==> src/rtl/tamper_guard_pkg.sv <==
package tamper_guard_pkg;

  // strobes from the sample scheduler to the detection datapath
  typedef struct packed {
    logic prechActive;
    logic sampleNow;
  } schedStrobe_t;

  typedef enum logic [1:0] {
    SCHED_IDLE  = 2'd0,
    SCHED_PRECH = 2'd1,
    SCHED_SAMP  = 2'd2
  } schedState_t;

endpackage

==> src/rtl/tamper_guard_ctrl.sv <==
module tamper_guard_ctrl
  import tamper_guard_pkg::*;
#(
  parameter int NUM_SRC      = 2,
  parameter int DIV_MAX_LOG2 = 15,
  parameter int FREQ_W       = 3,
  parameter int PRCH_W       = 2,
  parameter int FILT_W       = 2
) (
  input  logic               clk,
  input  logic               rstN,
  input  logic               tick,
  input  logic [NUM_SRC-1:0] srcEn,
  input  logic [FILT_W-1:0]  filtSel,
  input  logic [FREQ_W-1:0]  freqSel,
  input  logic [PRCH_W-1:0]  prchSel,
  input  logic               prchOff,
  output schedStrobe_t       strobe,
  output logic               pullUpEn
);

  localparam int PRCH_CNT_W = 2 ** PRCH_W;

  logic [DIV_MAX_LOG2-1:0] divCnt;
  logic [DIV_MAX_LOG2-1:0] divMask;
  logic                    periodEnd;
  logic [PRCH_CNT_W-1:0]   prCnt;
  logic [PRCH_CNT_W-1:0]   prLoad;
  schedState_t             state;
  logic                    levelUse;

  // the divider wraps on the tick that fills the selected low bits
  assign divMask   = {DIV_MAX_LOG2{1'b1}} >> freqSel;
  assign periodEnd = tick && ((divCnt & divMask) == divMask);
  assign prLoad    = (PRCH_CNT_W'(1) << prchSel) - PRCH_CNT_W'(1);
  assign levelUse  = (filtSel != '0) && (srcEn != '0);

  always_ff @(posedge clk or negedge rstN) begin
    if (!rstN) begin
      divCnt <= '0;
    end else if (tick) begin
      divCnt <= divCnt + DIV_MAX_LOG2'(1);
    end
  end

  always_ff @(posedge clk or negedge rstN) begin
    if (!rstN) begin
      state <= SCHED_IDLE;
      prCnt <= '0;
    end else begin
      case (state)
        SCHED_IDLE: begin
          if (periodEnd) begin
            state <= SCHED_PRECH;
            prCnt <= prLoad;
          end
        end
        SCHED_PRECH: begin
          if (prCnt == '0) begin
            state <= SCHED_SAMP;
          end else begin
            prCnt <= prCnt - PRCH_CNT_W'(1);
          end
        end
        default: state <= SCHED_IDLE;
      endcase
    end
  end

  assign strobe.prechActive = (state == SCHED_PRECH);
  assign strobe.sampleNow   = (state == SCHED_SAMP);
  assign pullUpEn           = strobe.prechActive && !prchOff && levelUse;

endmodule

==> src/rtl/tamper_guard_dp.sv <==
module tamper_guard_dp
  import tamper_guard_pkg::*;
#(
  parameter int NUM_SRC     = 2,
  parameter int FILT_W      = 2,
  parameter int SYNC_STAGES = 2
) (
  input  logic               clk,
  input  logic               rstN,
  input  schedStrobe_t       strobe,
  input  logic [NUM_SRC-1:0] srcEn,
  input  logic [NUM_SRC-1:0] trigSel,
  input  logic [FILT_W-1:0]  filtSel,
  input  logic               tsOnTamper,
  input  logic               intEn,
  input  logic [NUM_SRC-1:0] tampPin,
  input  logic               flagWr,
  input  logic [NUM_SRC-1:0] flagWrData,
  output logic [NUM_SRC-1:0] flags,
  output logic               irq,
  output logic               tsReq
);

  localparam int RUN_W = 2 ** FILT_W;

  logic [NUM_SRC-1:0] syncQ [SYNC_STAGES];
  logic [NUM_SRC-1:0] pinS;
  logic [NUM_SRC-1:0] pinPrev;
  logic [NUM_SRC-1:0] hit;
  logic [NUM_SRC-1:0] clrMask;
  logic [RUN_W-1:0]   need;
  logic               edgeMode;

  assign edgeMode = (filtSel == '0);
  assign need     = RUN_W'(1) << filtSel;

  always_ff @(posedge clk or negedge rstN) begin
    if (!rstN) begin
      syncQ[0] <= '0;
    end else begin
      syncQ[0] <= tampPin;
    end
  end

  for (genvar st = 1; st < SYNC_STAGES; st++) begin : gSync
    always_ff @(posedge clk or negedge rstN) begin
      if (!rstN) begin
        syncQ[st] <= '0;
      end else begin
        syncQ[st] <= syncQ[st-1];
      end
    end
  end

  assign pinS = syncQ[SYNC_STAGES-1];

  always_ff @(posedge clk or negedge rstN) begin
    if (!rstN) begin
      pinPrev <= '0;
    end else begin
      pinPrev <= pinS;
    end
  end

  for (genvar gi = 0; gi < NUM_SRC; gi++) begin : gSrc
    logic             rise;
    logic             fall;
    logic             edgeHit;
    logic             levelMatch;
    logic             runDone;
    logic [RUN_W-1:0] runCnt;

    assign rise       = pinS[gi] && !pinPrev[gi];
    assign fall       = !pinS[gi] && pinPrev[gi];
    assign edgeHit    = trigSel[gi] ? fall : rise;
    assign levelMatch = trigSel[gi] ? !pinS[gi] : pinS[gi];
    assign runDone    = ({1'b0, runCnt} + (RUN_W + 1)'(1)) >= {1'b0, need};

    always_comb begin
      if (!srcEn[gi]) begin
        hit[gi] = 1'b0;
      end else if (edgeMode) begin
        hit[gi] = edgeHit;
      end else begin
        hit[gi] = strobe.sampleNow && levelMatch && runDone;
      end
    end

    // consecutive-sample counter, saturating at the needed run
    always_ff @(posedge clk or negedge rstN) begin
      if (!rstN) begin
        runCnt <= '0;
      end else if (!srcEn[gi] || edgeMode) begin
        runCnt <= '0;
      end else if (strobe.sampleNow) begin
        if (!levelMatch) begin
          runCnt <= '0;
        end else if (!runDone) begin
          runCnt <= runCnt + RUN_W'(1);
        end
      end
    end
  end

  assign clrMask = flagWr ? ~flagWrData : '0;

  // a same-cycle event overrides the software clear
  always_ff @(posedge clk or negedge rstN) begin
    if (!rstN) begin
      flags <= '0;
      tsReq <= 1'b0;
    end else begin
      flags <= (flags & ~clrMask) | hit;
      tsReq <= tsOnTamper && (hit != '0);
    end
  end

  assign irq = intEn && (flags != '0);

endmodule

==> src/rtl/tamper_guard.sv <==
module tamper_guard
  import tamper_guard_pkg::*;
#(
  parameter int NUM_SRC      = 2,
  parameter int DIV_MAX_LOG2 = 15,
  parameter int FREQ_W       = 3,
  parameter int PRCH_W       = 2,
  parameter int FILT_W       = 2
) (
  input  logic               clk,
  input  logic               rstN,
  input  logic               tick,
  input  logic [NUM_SRC-1:0] srcEn,
  input  logic [NUM_SRC-1:0] trigSel,
  input  logic [FILT_W-1:0]  filtSel,
  input  logic [FREQ_W-1:0]  freqSel,
  input  logic [PRCH_W-1:0]  prchSel,
  input  logic               prchOff,
  input  logic               tsOnTamper,
  input  logic               intEn,
  input  logic [NUM_SRC-1:0] tampPin,
  input  logic               flagWr,
  input  logic [NUM_SRC-1:0] flagWrData,
  output logic [NUM_SRC-1:0] flags,
  output logic               irq,
  output logic               tsReq,
  output logic               pullUpEn
);

  schedStrobe_t strobe;

  tamper_guard_ctrl #(
    .NUM_SRC(NUM_SRC), .DIV_MAX_LOG2(DIV_MAX_LOG2), .FREQ_W(FREQ_W),
    .PRCH_W(PRCH_W), .FILT_W(FILT_W)
  ) u_ctrl (
    .clk(clk), .rstN(rstN), .tick(tick), .srcEn(srcEn), .filtSel(filtSel),
    .freqSel(freqSel), .prchSel(prchSel), .prchOff(prchOff),
    .strobe(strobe), .pullUpEn(pullUpEn)
  );

  tamper_guard_dp #(
    .NUM_SRC(NUM_SRC), .FILT_W(FILT_W), .SYNC_STAGES(2)
  ) u_dp (
    .clk(clk), .rstN(rstN), .strobe(strobe), .srcEn(srcEn), .trigSel(trigSel),
    .filtSel(filtSel), .tsOnTamper(tsOnTamper), .intEn(intEn),
    .tampPin(tampPin), .flagWr(flagWr), .flagWrData(flagWrData),
    .flags(flags), .irq(irq), .tsReq(tsReq)
  );

endmodule

==> config.mk <==
export PLATFORM = sky130hd
export DESIGN_NAME = tamper_guard
export DESIGN_NICKNAME = d
export VERILOG_FILES = /design/src/rtl/tamper_guard_pkg.sv /design/src/rtl/tamper_guard_ctrl.sv /design/src/rtl/tamper_guard_dp.sv /design/src/rtl/tamper_guard.sv
export SDC_FILE = /design/constraint.sdc
export NUM_CORES = 1
export LEC_CHECK = 0
export ABC_AREA = 1
export BUFFER_PORTS_ARGS = -buffer_cell sky130_fd_sc_hd__buf_2
export CAP_MARGIN = 20
export CORE_MARGIN = 4
export CORE_UTILIZATION = 40
export CTS_BUF_LIST = sky130_fd_sc_hd__clkbuf_8
export CTS_CLUSTER_DIAMETER = 200
export CTS_CLUSTER_SIZE = 14
export DETAILED_ROUTE_END_ITERATION = 8
export PLACE_DENSITY = 0.71
export SLEW_MARGIN = 30
export SYNTH_ARGS = -nofsm -noshare
export SYNTH_HDL_FRONTEND = slang
export SYNTH_SLANG_ARGS = --single-unit
export TNS_END_PERCENT = 10
==> constraint.sdc <==
create_clock -name clk -period 2.1 [get_ports clk]
set_clock_uncertainty 0.15 [all_clocks]
set_input_delay 0.21 -clock clk [delete_from_list [all_inputs] [get_ports clk]]
set_output_delay 0.21 -clock clk [all_outputs]
set_load 0.02 [all_outputs]
==> results of run 1 <==
through the flow:
step	instance area (um^2)	util	hold WS [ns]	worst slack [ns]	instances
floorplan	2150	-	-0.2356	0.1014	259
global placement	2390	0.4620	0.1298	0.01865	358
detailed placement	2390	0.4620	0.1380	-0.06435	358
CTS	2551	0.4932	0.01280	0.007724	372
global route	2623	0.5070	0.02970	-0.1581	376
finish	2623	0.5070	0.01974	-0.01967	376
logic make-up after synthesis:
| family | synth area share |
|---|---|
| flops | 0.4424 |
| buf+inv | 0.07683 |
| mux | 0.005238 |
| compound gates | 0.06403 |
| fa+ha+maj | 0.06985 |
| xor+xnor | 0.08149 |
| simple gates | 0.2602 |
synthesized netlist by cell type:
master     count  share of area
inv_2          2         0.0035
or2_2          1         0.0029
nand4_1        9          0.026
nand2_2        1         0.0029
xnor2_1        5          0.020
nor2_2         5          0.015
nor3_2         1         0.0047
nor3_1         6          0.014
o21ai_0        6          0.014
nand3b_1       1         0.0035
nand2_1       63           0.11
nand4_2        1         0.0058
inv_1         40          0.070
xor2_1        15          0.061
buf_4          1         0.0035
mux2_2         1         0.0052
nand3_1       14          0.033
ha_1          12          0.070
a21oi_1        6          0.014
nor2_1        16          0.028
o21ai_2        1         0.0041
a211oi_2       1         0.0058
nand3b_4       1         0.0093
o2111ai_1      1         0.0041
nor2b_1        1         0.0029
o21ai_1        8          0.019
o21a_1         1         0.0035
nor4_1         1         0.0029
dfrtp_1       38           0.44
how the worst max path moves through the flow:
stage                                 startpoint                     end  cells past startpoint
after global routing      u_dp.gSrc[1].runCnt[1]  u_dp.gSrc[1].runCnt[0]                     12
after detailed placement  u_dp.gSrc[1].runCnt[0]  u_dp.gSrc[1].runCnt[0]                     12
final                     u_dp.gSrc[1].runCnt[1]  u_dp.gSrc[1].runCnt[0]                     12
after CTS                 u_dp.gSrc[1].runCnt[1]  u_dp.gSrc[1].runCnt[3]                     12
after floorplan           u_dp.gSrc[1].runCnt[0]  u_dp.gSrc[1].runCnt[0]                     12
after global placement    u_dp.gSrc[1].runCnt[0]  u_dp.gSrc[1].runCnt[0]                     12
metal layers:
layer	up-vias	track usage
met3	4	0.03659
li1	921	-
met1	787	0.1718
met4	0	0.05405
met5	-	0
met2	27	0.2288
state kept, by name, indices dropped and copies added, names as in the netlist:
register	cells
u_ctrl.divCnt	15
u_dp.gSrc.runCnt	8
u_ctrl.prCnt	4
u_ctrl.state	2
u_dp.flags	2
u_dp.pinPrev	2
u_dp.pinS	2
u_dp.syncQ	2
u_dp.tsReq	1
layout make-up:
type,instances,area [um^2]
clock buffers,6,82.58
clock inverters,2,8.758
fillers,474,2550
inverters,42,157.7
multi-input cells,178,1084
flip-flops and latches,38,950.9
well taps,70,87.58
repair buffers,40,251.5
worst min-delay path: cells and delay by family:
family                 cells  cell delay [ns]
buffers and inverters      1             0.07
AO/OA/AOI/OAI              1             0.07
AND/OR/NAND/NOR            1             0.06
power by group through the flow:
stage,clock [uW],sequential (uW),combinational (uW)
2_1_floorplan,0,893,190
3_3_place_gp,0,897,271
3_5_place_dp,0,900,281
4_1_cts,528,888,291
5_1_grt,556,900,336
6_report,502,886,290
cell usage in the layout (no fill, tap or decap), types with 2 or more instances in the layout:
master,netlist,final
dlygate4sd3_1,0,5
inv_1,40,41
dfrtp_1,38,38
xor2_1,15,13
o21ai_1,8,8
a21oi_1,6,6
nand4_1,9,9
buf_2,0,26
nand3_1,14,14
nor2_1,16,15
inv_2,2,2
buf_4,1,8
nand2_2,1,3
xor2_2,0,2
ha_1,12,10
xnor2_1,5,5
nor2_2,5,5
nor3_1,6,6
clkbuf_8,0,6
o21ai_0,6,6
nand2_1,63,61
repair_timing:
item | in CTS | in global routing
endpoints found under the setup margin | 4 | 11
hold buffers | 5 | 0
resized for setup | 4 | 6
pin swaps | 1 | 9
buffers inserted | 1 | 4
hold endpoints to repair | 42 | 0
==> run summary, run 1 <==
Critical Path Most Common Cell - nand2_1
port buffer count - 26
first-pass GRT wire length - 7.100 mm
Clock transition at path regs - 0.07 ns
Hold Fails Final Rpt - 0
RSZ-0062 raised after global routing - true
GP Congestion - 0.8638
total of max-cap violations - 0
min Tclk post-route - 2.120 ns
R2R Path Start - u_dp.gSrc[1].runCnt[1]
switch share - 0.2815
Final Power - 1678 uW
Switching Power - 472.3 uW
Rel. slew slack - 0.6873
Worst path max stage delay - 0.41 ns
Static Leak - 0.001390 uW
delay-heaviest family, CP - simple AND/OR/NAND/NOR gates
CP endpoint kind - flop
initial DRC count - 80
die width - 81.31 um
largest net degree at the start of global routing - 39
DRT antenna net count - 0
failing checks - negative setup slack
CTS tree - done
CP max-delay cell - dfrtp_1
Yosys reg bits - 38
num rows - 26
Num CTS Buffers - 5
max-slew violations - 0
Worst Hold Class - in -> reg
synth warn - 0
M1 WL - 1.890 mm
n_diodes - 0
clock latency at the later pin of the worst-skew pair - 0.28 ns
worst-path fanout max - 4
vias per cell - 4.625
overall routing resource usage - 0.1386
layout overhead on the synthesized area - 22.00%
critical path data required time - 2.16 ns
nets - 339
Wirelength per Cell - 10.87 um
drt total wl - 4.088 mm
distinct cell type count after synthesis - 29
Worst Path Buf+Inv - 0
worst-path cell chain - ha_2, xor2_2, ha_1, nand2_1, nand2_1, nand3_1, nand4_1, nand2_1, nand2_2, nor2_4, nand2_1, o21ai_1
Hold Startpoint - flagWrData[1]
vias in the first global route - 1656
R2R depth - 12
height of the die - 81.31 um
Worst Path Class, Setup - reg -> reg
combinational power share - 0.173
hold endpoint - u_dp.flags[1]
Syn Inst Count - 259
Initial Util - 0.4156
Hold Path Stages - 3
Startpoint Class - flop
Vias - 1739
CTS sink count - 38
status - finished with violations
share of layout cells above drive strength 1 - 0.2092
initial antenna violation count - 0
I/O pin cnt - 27
Placeable Area - 5172 um^2
Internal - 1206 uW
HPWL after DPL - 3.042 mm
Seq/Total Area, Yosys - 0.4424
worst reg2reg setup slack - -0.02 ns
synthesized area - 2150 um^2
clock group share of total power - 0.299
Clock Tree Root - clkbuf_8
Post-Syn Nets - 293
Worst-Margin Slew - 0.4691 ns
final setup fails - 2
GRT overflow - 0
sequential share of power - 0.528
maximum vdd ir drop - 0.0004489 V
Fmax - 471.8 MHz
DRC viols - 0
wire length on met2 - 2.007 mm
Top Metal Used - met4
Critical Path AT - 2.18 ns
htree depth - 2
setup_tns - -0.03249 ns
final worst slack - -0.01967 ns
synthesized area per cell - 8.299 um^2
maximum buffer depth of the clock tree - 2
DR WL met3 - 144 um
period utilization - 1.009
Power Dens Cells - 639.8 nW/um^2
Die ar. - 6611 um^2
reg-to-reg endpoint - u_dp.gSrc[1].runCnt[0]
DRT Pass-1 Iters - 4
Note: power is estimated with default switching activity, not from simulation.
==> run 2, diff against run 1 <==
HOLD_SLACK_MARGIN = 0.15   (was not set)
==> run summary, run 2 (synthesized netlist as in run 1, its figures left out) <==
status - finished with violations
failing checks - negative setup slack
R2R Path Start - u_dp.gSrc[1].runCnt[1]
Critical Path AT - 2.18 ns
Largest register FFs - 15
CP endpoint kind - flop
htree depth - 2
setup_tns - -0.02969 ns
Placeable Area - 5172 um^2
hold endpoint - u_dp.gSrc[0].runCnt[0]
n_diodes - 0
Power Dens Cells - 628.8 nW/um^2
Hold Path Stages - 5
maximum vdd ir drop - 0.0004493 V
RSZ-0062 raised after global routing - true
DRT antenna net count - 0
port buffer count - 26
GRT overflow - 0
Final Power - 1693 uW
worst hold slack - 0.1588 ns
vias in the first global route - 1708
Clock transition at path regs - 0.08 ns
worst-path fanout max - 4
Rel. slew slack - 0.6875
Critical Path Most Common Cell - nand2_1
initial antenna violation count - 0
drt total wl - 4.249 mm
Initial Util - 0.4156
share of layout cells above drive strength 1 - 0.2045
nets - 346
clock latency at the later pin of the worst-skew pair - 0.28 ns
max-slew violations - 0
Hold Fails Final Rpt - 0
Worst Hold Class - in -> reg
CTS sink count - 38
I/O pin cnt - 27
worst reg2reg setup slack - -0.02 ns
Cell Count Post-Placement - 358
R2R depth - 12
M2 GR Usage - 0.2370
CP max-delay cell - dfrtp_1
die width - 81.31 um
met3 Resource Use GR - 0.03769
maximum buffer depth of the clock tree - 2
num rows - 26
overall routing resource usage - 0.1425
GP Congestion - 0.8638
Static Leak - 0.001415 uW
DRT Pass-1 Iters - 4
CP startpoint - u_dp.gSrc[1].runCnt[1]
worst-path cell chain - ha_2, xor2_2, ha_1, nand2_1, nand2_1, nand3_1, nand4_1, nand2_1, nand2_2, nor2_4, nand2_1, o21ai_1
largest net degree at the start of global routing - 39
Worst Path Class, Setup - reg -> reg
vias per cell - 4.634
layout overhead on the synthesized area - 25.26%
Worst-Margin Slew - 0.4688 ns
CTS tree - done
period utilization - 1.008
commonest non-fill, non-tap cell in the layout - nand2_1
Clock Tree Root - clkbuf_8
Reg with most FFs - u_ctrl.divCnt
met1 GRT Util - 0.1732
biggest regs - u_ctrl.divCnt x15, u_dp.gSrc.runCnt x8, u_ctrl.prCnt x4
total of max-cap violations - 0
first-pass GRT wire length - 7.293 mm
final setup fails - 2
Startpoint Class - flop
min Tclk post-route - 2.117 ns
reg-to-reg endpoint - u_dp.gSrc[1].runCnt[0]
initial DRC count - 52
Finished Layout Cells - 383
DRC viols - 0
Hold Startpoint - srcEn[0]
final core utilization - 0.5206
height of the die - 81.31 um
Most Crowded Layer GR - met2
Wirelength per Cell - 11.09 um
most frequent cells in the layout - nand2_1, inv_1, dfrtp_1
Num CTS Buffers - 5
critical path data required time - 2.16 ns
Vias - 1775
Die ar. - 6611 um^2
HPWL after DPL - 3.042 mm
Worst path max stage delay - 0.41 ns
Fmax - 472.5 MHz
final worst slack - -0.01654 ns
==> run 2: cell count changes in the layout (fill, tap and decap cells not counted) <==
cell / change
dlygate4sd3_1: +7
==> run 2: how the worst max path moves through the flow <==
| stage | endpoint | slack (ns) | depth (start not counted) |
|---|---|---|---|
| 5_1_grt | u_dp.gSrc[1].runCnt[0] | -0.16 | 12 |
| 3_3_place_gp | u_dp.gSrc[1].runCnt[0] | 0.02 | 12 |
| 6_report | u_dp.gSrc[1].runCnt[0] | -0.02 | 12 |
| 4_1_cts | u_dp.gSrc[1].runCnt[3] | 0.008 | 12 |
| 3_5_place_dp | u_dp.gSrc[1].runCnt[0] | -0.06 | 12 |
| 2_1_floorplan | u_dp.gSrc[1].runCnt[0] | 0.10 | 12 |
==> run 2: repair_timing <==
item                                    CTS  global route
gates resized for setup                   4             6
endpoints found under the setup margin    4            11
setup buffers                             1             4
hold buffers                             12             0
pin swaps                                 1             9
hold endpoints to repair                 51             0
==> run 2: layout make-up <==
| type | count | area (um^2) |
|---|---|---|
| Timing Repair Buffer | 47 | 321.6 |
| Multi-Input combinational cell | 178 | 1084 |
| Fill cell | 468 | 2480 |
| Inverter | 42 | 157.7 |
| Clock buffer | 6 | 82.58 |
| Tap cell | 70 | 87.58 |
| Clock inverter | 2 | 8.758 |
| Sequential cell | 38 | 950.9 |
==> run 2: worst max-delay path: cells and delay by family, from the launching register on <==
family / cells / cell delay (ns)
AOI/OAI and AO/OA: 1 / 0.07
and+or+nand+nor: 8 / 0.73
DFF: 1 / 0.41
adders and majority gates: 2 / 0.53
xor gates and xnor gates: 1 / 0.15
==> run 2: power breakdown <==
group          internal (uW)  leakage, uW  switching (uW)
Combinational            144     0.000865             160
Clock                    260    0.0000524             243
Sequential               812     0.000498            74.5
==> run 2: through the flow <==
step	setup slack (ns)	cell area, um^2
6_report	-0.01654	2693
5_1_grt	-0.1581	2693
4_1_cts	0.007724	2621
3_5_place_dp	-0.06435	2390
3_3_place_gp	0.01865	2390
2_1_floorplan	0.1014	2150
==> run 2: per-layer routing <==
metal	up-vias	wire (um)
li1	934	-
met1	804	1956
met2	29	2064
met3	8	146
met4	0	82
met5	-	0
